===== src/rtl/bsh_pkg.sv =====
package bsh_pkg;

  localparam int unsigned INSTR_W   = 32;
  localparam int unsigned REG_IDX_W = 5;
  localparam int unsigned RSVD_W    = 9;

  localparam logic [5:0] OPC_SHIFT_RR = 6'b010001;

  // decoded control word travelling with an operation
  typedef struct packed {
    logic                 legal;
    logic                 left;
    logic                 arith;
    logic [REG_IDX_W-1:0] rd;
  } sh_ctrl_t;

endpackage


===== src/rtl/bsh_decode.sv =====
module bsh_decode
  import bsh_pkg::*;
(
  input  logic               issue_i,
  input  logic [INSTR_W-1:0] instr_i,
  output sh_ctrl_t           ctrl_o
);

  logic opc_hit;
  logic rsvd_clear;

  always_comb begin
    opc_hit      = (instr_i[INSTR_W-1 -: 6] == OPC_SHIFT_RR);
    rsvd_clear   = (instr_i[RSVD_W-1:0] == '0);
    ctrl_o.legal = issue_i & opc_hit & rsvd_clear;
    ctrl_o.left  = instr_i[RSVD_W+1];
    // left direction overrides the type selector
    ctrl_o.arith = ~instr_i[RSVD_W+1] & instr_i[RSVD_W];
    ctrl_o.rd    = instr_i[INSTR_W-7 -: REG_IDX_W];
  end

endmodule


===== src/rtl/bsh_levels.sv =====
module bsh_levels #(
  parameter int unsigned W     = 32,
  parameter int unsigned AMT_W = 5,
  parameter int unsigned LO    = 0,
  parameter int unsigned HI    = 4
) (
  input  logic [W-1:0]     din,
  input  logic [AMT_W-1:0] amt,
  input  logic             left,
  input  logic             fill,
  output logic [W-1:0]     dout
);

  logic [W-1:0] lvl [LO:HI+1];

  assign lvl[LO] = din;

  for (genvar k = LO; k <= HI; k++) begin : g_lvl
    localparam int unsigned SH = 1 << k;
    logic [W-1:0] to_left;
    logic [W-1:0] to_right;
    assign to_left    = {lvl[k][W-1-SH:0], {SH{1'b0}}};
    assign to_right   = {{SH{fill}}, lvl[k][W-1:SH]};
    assign lvl[k+1]   = !amt[k] ? lvl[k] : (left ? to_left : to_right);
  end

  assign dout = lvl[HI+1];

endmodule


===== src/rtl/bsh_unit.sv =====
module bsh_unit
  import bsh_pkg::*;
#(
  parameter int unsigned XLEN      = 32,
  parameter bit          TWO_STAGE = 1'b0,
  parameter bit          ENABLE    = 1'b1
) (
  input  logic                 clk,
  input  logic                 rst_n,
  input  logic                 issue_i,
  input  logic [INSTR_W-1:0]   instr_i,
  input  logic [XLEN-1:0]      opa_i,
  input  logic [XLEN-1:0]      opb_i,
  output logic                 res_valid_o,
  output logic [XLEN-1:0]      res_o,
  output logic [REG_IDX_W-1:0] res_rd_o
);

  localparam int unsigned AMT_W = $clog2(XLEN);
  localparam int unsigned SPLIT = (AMT_W > 2) ? AMT_W - 2 : 1;

  if (!ENABLE) begin : g_off

    assign res_valid_o = 1'b0;
    assign res_o       = '0;
    assign res_rd_o    = '0;

  end else begin : g_on

    sh_ctrl_t         dec;
    logic [AMT_W-1:0] amount;
    logic             fill_in;

    bsh_decode u_dec (
      .issue_i (issue_i),
      .instr_i (instr_i),
      .ctrl_o  (dec)
    );

    assign amount  = opb_i[AMT_W-1:0];
    assign fill_in = dec.arith & opa_i[XLEN-1];

    if (!TWO_STAGE) begin : g_one

      logic [XLEN-1:0]      shift_d;
      logic                 vld_d, vld_q;
      logic                 load_en;
      logic [XLEN-1:0]      res_q;
      logic [REG_IDX_W-1:0] rd_q;

      bsh_levels #(.W(XLEN), .AMT_W(AMT_W), .LO(0), .HI(AMT_W-1)) u_full (
        .din  (opa_i),
        .amt  (amount),
        .left (dec.left),
        .fill (fill_in),
        .dout (shift_d)
      );

      always_comb begin
        vld_d   = dec.legal;
        load_en = dec.legal;
      end

      always_ff @(posedge clk or negedge rst_n) begin
        if (!rst_n) vld_q <= 1'b0;
        else        vld_q <= vld_d;
      end

      always_ff @(posedge clk) begin
        if (load_en) begin
          res_q <= shift_d;
          rd_q  <= dec.rd;
        end
      end

      assign res_valid_o = vld_q;
      assign res_o       = res_q;
      assign res_rd_o    = rd_q;

    end else begin : g_two

      // stage 1: coarse shift by the upper amount bits
      logic [XLEN-1:0]      coarse_d;
      logic                 s1_vld_d, s1_vld_q, s1_en;
      logic [XLEN-1:0]      s1_data_q;
      logic [AMT_W-1:0]     s1_amt_q;
      logic                 s1_left_q, s1_fill_q;
      logic [REG_IDX_W-1:0] s1_rd_q;

      // stage 2: fine shift by the lower amount bits
      logic [XLEN-1:0]      fine_d;
      logic                 s2_vld_d, s2_vld_q, s2_en;
      logic [XLEN-1:0]      s2_data_q;
      logic [REG_IDX_W-1:0] s2_rd_q;

      bsh_levels #(.W(XLEN), .AMT_W(AMT_W), .LO(SPLIT), .HI(AMT_W-1)) u_coarse (
        .din  (opa_i),
        .amt  (amount),
        .left (dec.left),
        .fill (fill_in),
        .dout (coarse_d)
      );

      always_comb begin
        s1_vld_d = dec.legal;
        s1_en    = dec.legal;
      end

      always_ff @(posedge clk or negedge rst_n) begin
        if (!rst_n) s1_vld_q <= 1'b0;
        else        s1_vld_q <= s1_vld_d;
      end

      always_ff @(posedge clk) begin
        if (s1_en) begin
          s1_data_q <= coarse_d;
          s1_amt_q  <= amount;
          s1_left_q <= dec.left;
          s1_fill_q <= fill_in;
          s1_rd_q   <= dec.rd;
        end
      end

      bsh_levels #(.W(XLEN), .AMT_W(AMT_W), .LO(0), .HI(SPLIT-1)) u_fine (
        .din  (s1_data_q),
        .amt  (s1_amt_q),
        .left (s1_left_q),
        .fill (s1_fill_q),
        .dout (fine_d)
      );

      always_comb begin
        s2_vld_d = s1_vld_q;
        s2_en    = s1_vld_q;
      end

      always_ff @(posedge clk or negedge rst_n) begin
        if (!rst_n) s2_vld_q <= 1'b0;
        else        s2_vld_q <= s2_vld_d;
      end

      always_ff @(posedge clk) begin
        if (s2_en) begin
          s2_data_q <= fine_d;
          s2_rd_q   <= s1_rd_q;
        end
      end

      assign res_valid_o = s2_vld_q;
      assign res_o       = s2_data_q;
      assign res_rd_o    = s2_rd_q;

    end
  end

endmodule



===== config.mk =====
export PLATFORM = sky130hd
export DESIGN_NAME = bsh_unit
export DESIGN_NICKNAME = d
export VERILOG_FILES = /design/src/rtl/bsh_pkg.sv /design/src/rtl/bsh_decode.sv /design/src/rtl/bsh_levels.sv /design/src/rtl/bsh_unit.sv
export SDC_FILE = /design/constraint.sdc
export NUM_CORES = 1
export LEC_CHECK = 0
export BUFFER_PORTS_ARGS = -buffer_cell sky130_fd_sc_hd__clkbuf_2
export CAP_MARGIN = 20
export CORE_ASPECT_RATIO = 0.5
export CORE_MARGIN = 5
export CORE_UTILIZATION = 55
export DETAILED_ROUTE_END_ITERATION = 8
export HOLD_SLACK_MARGIN = 0.1
export MAX_ROUTING_LAYER = met4
export PLACE_DENSITY = 0.82
export SYNTH_ARGS = -nofsm -noshare
export SYNTH_HDL_FRONTEND = slang
export SYNTH_SLANG_ARGS = --single-unit

===== constraint.sdc =====
create_clock -name clk -period 0.8 [get_ports clk]
set_clock_uncertainty 0.2 [all_clocks]
set_input_delay 0.04 -clock clk [delete_from_list [all_inputs] [get_ports clk]]
set_output_delay 0.04 -clock clk [all_outputs]
set_load 0.05 [all_outputs]

==> results of run 1 <==
## synthesized netlist by cell type (5+ instances only)
cell        n
buf_4       9
o22ai_1    18
mux2_2      8
a21oi_1    49
a211o_1     5
mux2i_1    79
mux4_2     11
nand2_1    62
a31oi_1     5
a211oi_1   27
inv_1       9
o211ai_1   14
a311oi_1    6
buf_6       5
buf_2      16
nand3_1    10
clkbuf_1   28
edfxtp_1   37
nor2_1    114
nand2b_1    9
nor3_1     31
o21ai_0    53
a221oi_1    5
## logic make-up after synthesis
| family | count (synthesis) | share of synthesized area [%] |
|---|---|---|
| AND/OR/NAND/NOR | 248 | 19.9 |
| multiplexers | 98 | 21.1 |
| AO/OA/AOI/OAI | 241 | 30.7 |
| buffers and inverters | 73 | 7.04 |
| flip-flops | 38 | 21.2 |
## through the flow
| stage | TNS, ps | hold slack (ps) | cell area (um^2) |
|---|---|---|---|
| 2_1_floorplan | -65300 | -456 | 5580 |
| 3_3_place_gp | -69650 | -386 | 7890 |
| 3_5_place_dp | -73720 | -377 | 7890 |
==> impl_results.md, run 1 <==
- Most common flop cell mapped by yosys: edfxtp_1
- Max Root-Sink Buffers: 2
- Ports: 137
- Detailed Place HPWL: 21000 um
- Synth area leaders: edfxtp_1, mux2i_1, nor2_1
- Die width: 149 um
- # clock sinks: 38
- Flops & latches, synth: 38
- Starting Density: 56.4%
- Clk root buf: clkbuf_16
- EDFF count, synth: 37
- DP Worst Slack: -1590 ps
- # resized after CTS: 251
- Cell type with the highest aggregate area in the netlist: edfxtp_1
- Status: aborted with a tool error
- Placer's final routability congestion estimate: 1.25
- Synthesized Nets: 797
- # H-tree levels: 2
- Row cnt: 25
- Hold_buf cts: 1
- Tool error: [ERROR DPL-0038] Utilization greater than 100%, impossible to legalize
- Setup bufs post-CTS: 23
- CTS buffer count: 5
- Syn avg cell area: 7.66 um^2
- Mapped cell area: 5350 um^2
- Port bufs: 99
- Post-synth top area share: 20.8%
- Stop stage: clock tree synthesis
- Register area share after synthesis: 21.2%
- Async SR Flop Fraction: 2.63%
- Yosys cell types: 61
- Die Y: 79.7 um
- Mapped Cells: 698
- Yosys warning total: 0
- Cell count after placement: 1127
==> run 2, diff against run 1 <==
- CORE_ASPECT_RATIO: 0.5 -> default
- CORE_UTILIZATION: 55 -> 40
- HOLD_SLACK_MARGIN: 0.1 -> default
- MAX_ROUTING_LAYER: met4 -> default
- PLACE_DENSITY: 0.82 -> default
- PLACE_DENSITY_LB_ADDON: default -> 0.15
==> run 2 against run 1 <==
  * The flow now finishes, with violations (negative hold slack, negative setup slack)
  * Synthesized area is the same
  * Synthesized cell count is the same
==> impl_results.md, run 2 <==
- Flip-flop count of the largest register after layout: 32
- Min-delay src: instr_i[21]
- Kind of critical path: primary input to flop
- CTS tree: done
- Placer's final routability congestion estimate: 1.07 (was 1.25)
- # diodes: 0
- DP Worst Slack: -1540 ps (was -1590 ps)
- GRT Util Overall: 37.3%
- Worst slew pin tran: 506 ps
- Failing checks: negative hold slack, negative setup slack
- Row cnt: 42 (was 25)
- Gr ovfl total: 0
- Design area: 10800 um^2
- Final WL: 35100 um
- Worst rel slew slack: 66.1%
- Layout cells sized above 1: 61.9%
- Commonest non-fill, non-tap cell in the layout: buf_4
- Clk root buf: clkbuf_16 (unchanged)
- Vias in the first global route: 7940
- DR DRC count: 0
- Die area: 15800 um^2
- Synth top cells by count: nor2_1, mux2i_1, nand2_1 (unchanged)
- Max Root-Sink Buffers: 2 (unchanged)
- Synth area leaders: edfxtp_1, mux2i_1, nor2_1 (unchanged)
- Ports: 137 (unchanged)
- VDD IR max: 0.842 mV
- # H-tree levels: 2 (unchanged)
- Async SR Flop Fraction: 2.63% (unchanged)
- Power per Cell Area: 1030 nW/um^2
- Worst setup margin: -1170 ps
- Hold_buf cts: 1 (unchanged)
- Flops & latches, synth: 38 (unchanged)
- Crit start category: primary input
- Detailed Place HPWL: 21600 um (was 21000 um)
- Synth-to-layout area growth: 102%
- Most common flop cell mapped by yosys: edfxtp_1 (unchanged)
- Final hold vios: 6
- Register area share after synthesis: 21.2% (unchanged)
- Clk pwr share: 20.7%
- Yosys cell types: 61 (unchanged)
- Hold/Removal Path Class: primary input to flop
- Initial antenna violation count: 0
- Die Y: 126 um (was 79.7 um)
- Syn avg cell area: 7.66 um^2 (unchanged)
- Final worst path period need: 1970 ps
- Internal: 6.77 mW
- CP Max Fanout: 6
- Die width: 126 um (was 149 um)
- EDFF count, synth: 37 (unchanged)
- Reg clk slew, reported paths: 60 ps
- Worst EP required: 620 ps
- Sequential power share: 20.0%
- First-pass GRT wire length: 46500 um
- Fin crit share: 247%
- NetSw: 4.35 mW
- Starting Density: 40.5% (was 56.4%)
- Placed inst area: 8040 um^2 (was 7890 um^2)
- Most frequent cells in the layout: buf_4, nor2_1, clkbuf_2
- Port bufs: 99 (unchanged)
- Mapped cell area: 5350 um^2 (unchanged)
- Largest net degree at the start of global routing: 16
- Fmax achieved: 507 MHz
- Max_cap viols: 0
- Final ANT Viol Nets: 0
- Yosys warning total: 0 (unchanged)
- Core area: 13200 um^2
- Pleak: 4.52 nW
- RSZ-0062 raised after global routing: true
- Synthesized Nets: 797 (unchanged)
- CP arrival: 1800 ps
- Routed vias/inst: 6.81
- Initial DRC count: 1257
- Most common cell in the netlist: nor2_1 (unchanged)
- Switch share: 39.1%
- CTS buffer count: 5 (unchanged)
- Crit end category: flop
- Hold WS: -275 ps
- Setup-failing EPs final: 108
- Wire length per cell: 27.8 um
- Mapped Cells: 698 (unchanged)
- Post-synth top area share: 20.8% (unchanged)
- Comb pwr share: 59.3%
- Vias: 8593
- Beginning of the critical path: instr_i[10]
- Status: complete, but fails checks (was aborted with a tool error)
- Cell type with the highest aggregate area in the netlist: edfxtp_1 (unchanged)
- DR pass1 iterations: 7
- # clock sinks: 38 (unchanged)
- Slew Viols, Final: 0
- Nets: 1183
## run 2: cell counts after synthesis
Identical to the previous run, type by type.
## run 2: cell families after synthesis
logic type | Yosys count | share of synthesized area (%)
compound gates | 241 | 30.7
simple gates | 248 | 19.9
mux | 98 | 21.1
flops | 38 | 21.2
buf+inv | 73 | 7.04
## run 2: power groups by stage
stage / logic [mW] / registers (mW) / clock network (mW)
after global routing: 6.77 / 2.22 / 2.40
after global placement: 4.47 / 2.26 / 0
final: 6.60 / 2.22 / 2.30
after CTS: 5.52 / 2.22 / 2.31
after floorplan: 2.26 / 2.26 / 0
after detailed placement: 4.50 / 2.26 / 0
## run 2: routing by layer
layer | routed length [um] | up-vias | share of wire (%) | global-route usage [%]
met2 | 15800 | 872 | 45 | 62.1
met5 | 0 | - | 0 | 0
met4 | 3130 | 0 | 8.9 | 18.8
met3 | 4270 | 280 | 12 | 8.13
li1 | - | 3444 | - | -
met1 | 11900 | 3997 | 34 | 45.6
## run 2: worst paths after layout
| path | end | slack (ps) | cells past startpoint |
|---|---|---|---|
| min in group asynchronous | res_valid_o | -140 | 2 |
| max in group asynchronous | res_valid_o | 440 | 2 |
| hold / removal | res_rd_o[0] | -270 | 1 |
| setup / recovery | res_o[30] | -1170 | 10 |
## run 2: area by class of cell
class / instances / area, um^2
clock buffers: 5 / 125
clock inverters: 3 / 40.0
fillers: 737 / 2370
inverters: 11 / 50.0
multi-input cells: 587 / 5220
flip-flops and latches: 38 / 1140
well taps: 176 / 220
repair buffers: 441 / 4030
## run 2: per-stage QoR
step	std cells	utilization, %	TNS, ps	total power, mW
after floorplan	698	-	-65300	4.53
after global routing	1261	82.0	-63360	11.4
after detailed placement	1186	60.9	-72980	6.76
after CTS	1234	76.1	-58480	10.0
final	1261	82.0	-60070	11.1
after global placement	1186	60.9	-70170	6.73
## run 2: worst max-delay path, cell delays in order
cell     delay [ps]
buf_12          110
buf_8           110
mux4_2          530
and2_4          200
o32ai_2         150
buf_4           200
buf_4           110
nor2_1           40
nor3_2          220
a21oi_1          90
## run 2: what timing repair did
action                                 in CTS  in global routing
gates cloned                                8                  1
endpoints found under the hold margin       6                  6
setup buffers                              35                 34
gates resized for setup                   308                146
setup endpoints to repair                 108                108
pin swaps                                  82                 93
(Power assumes the default switching activity.)
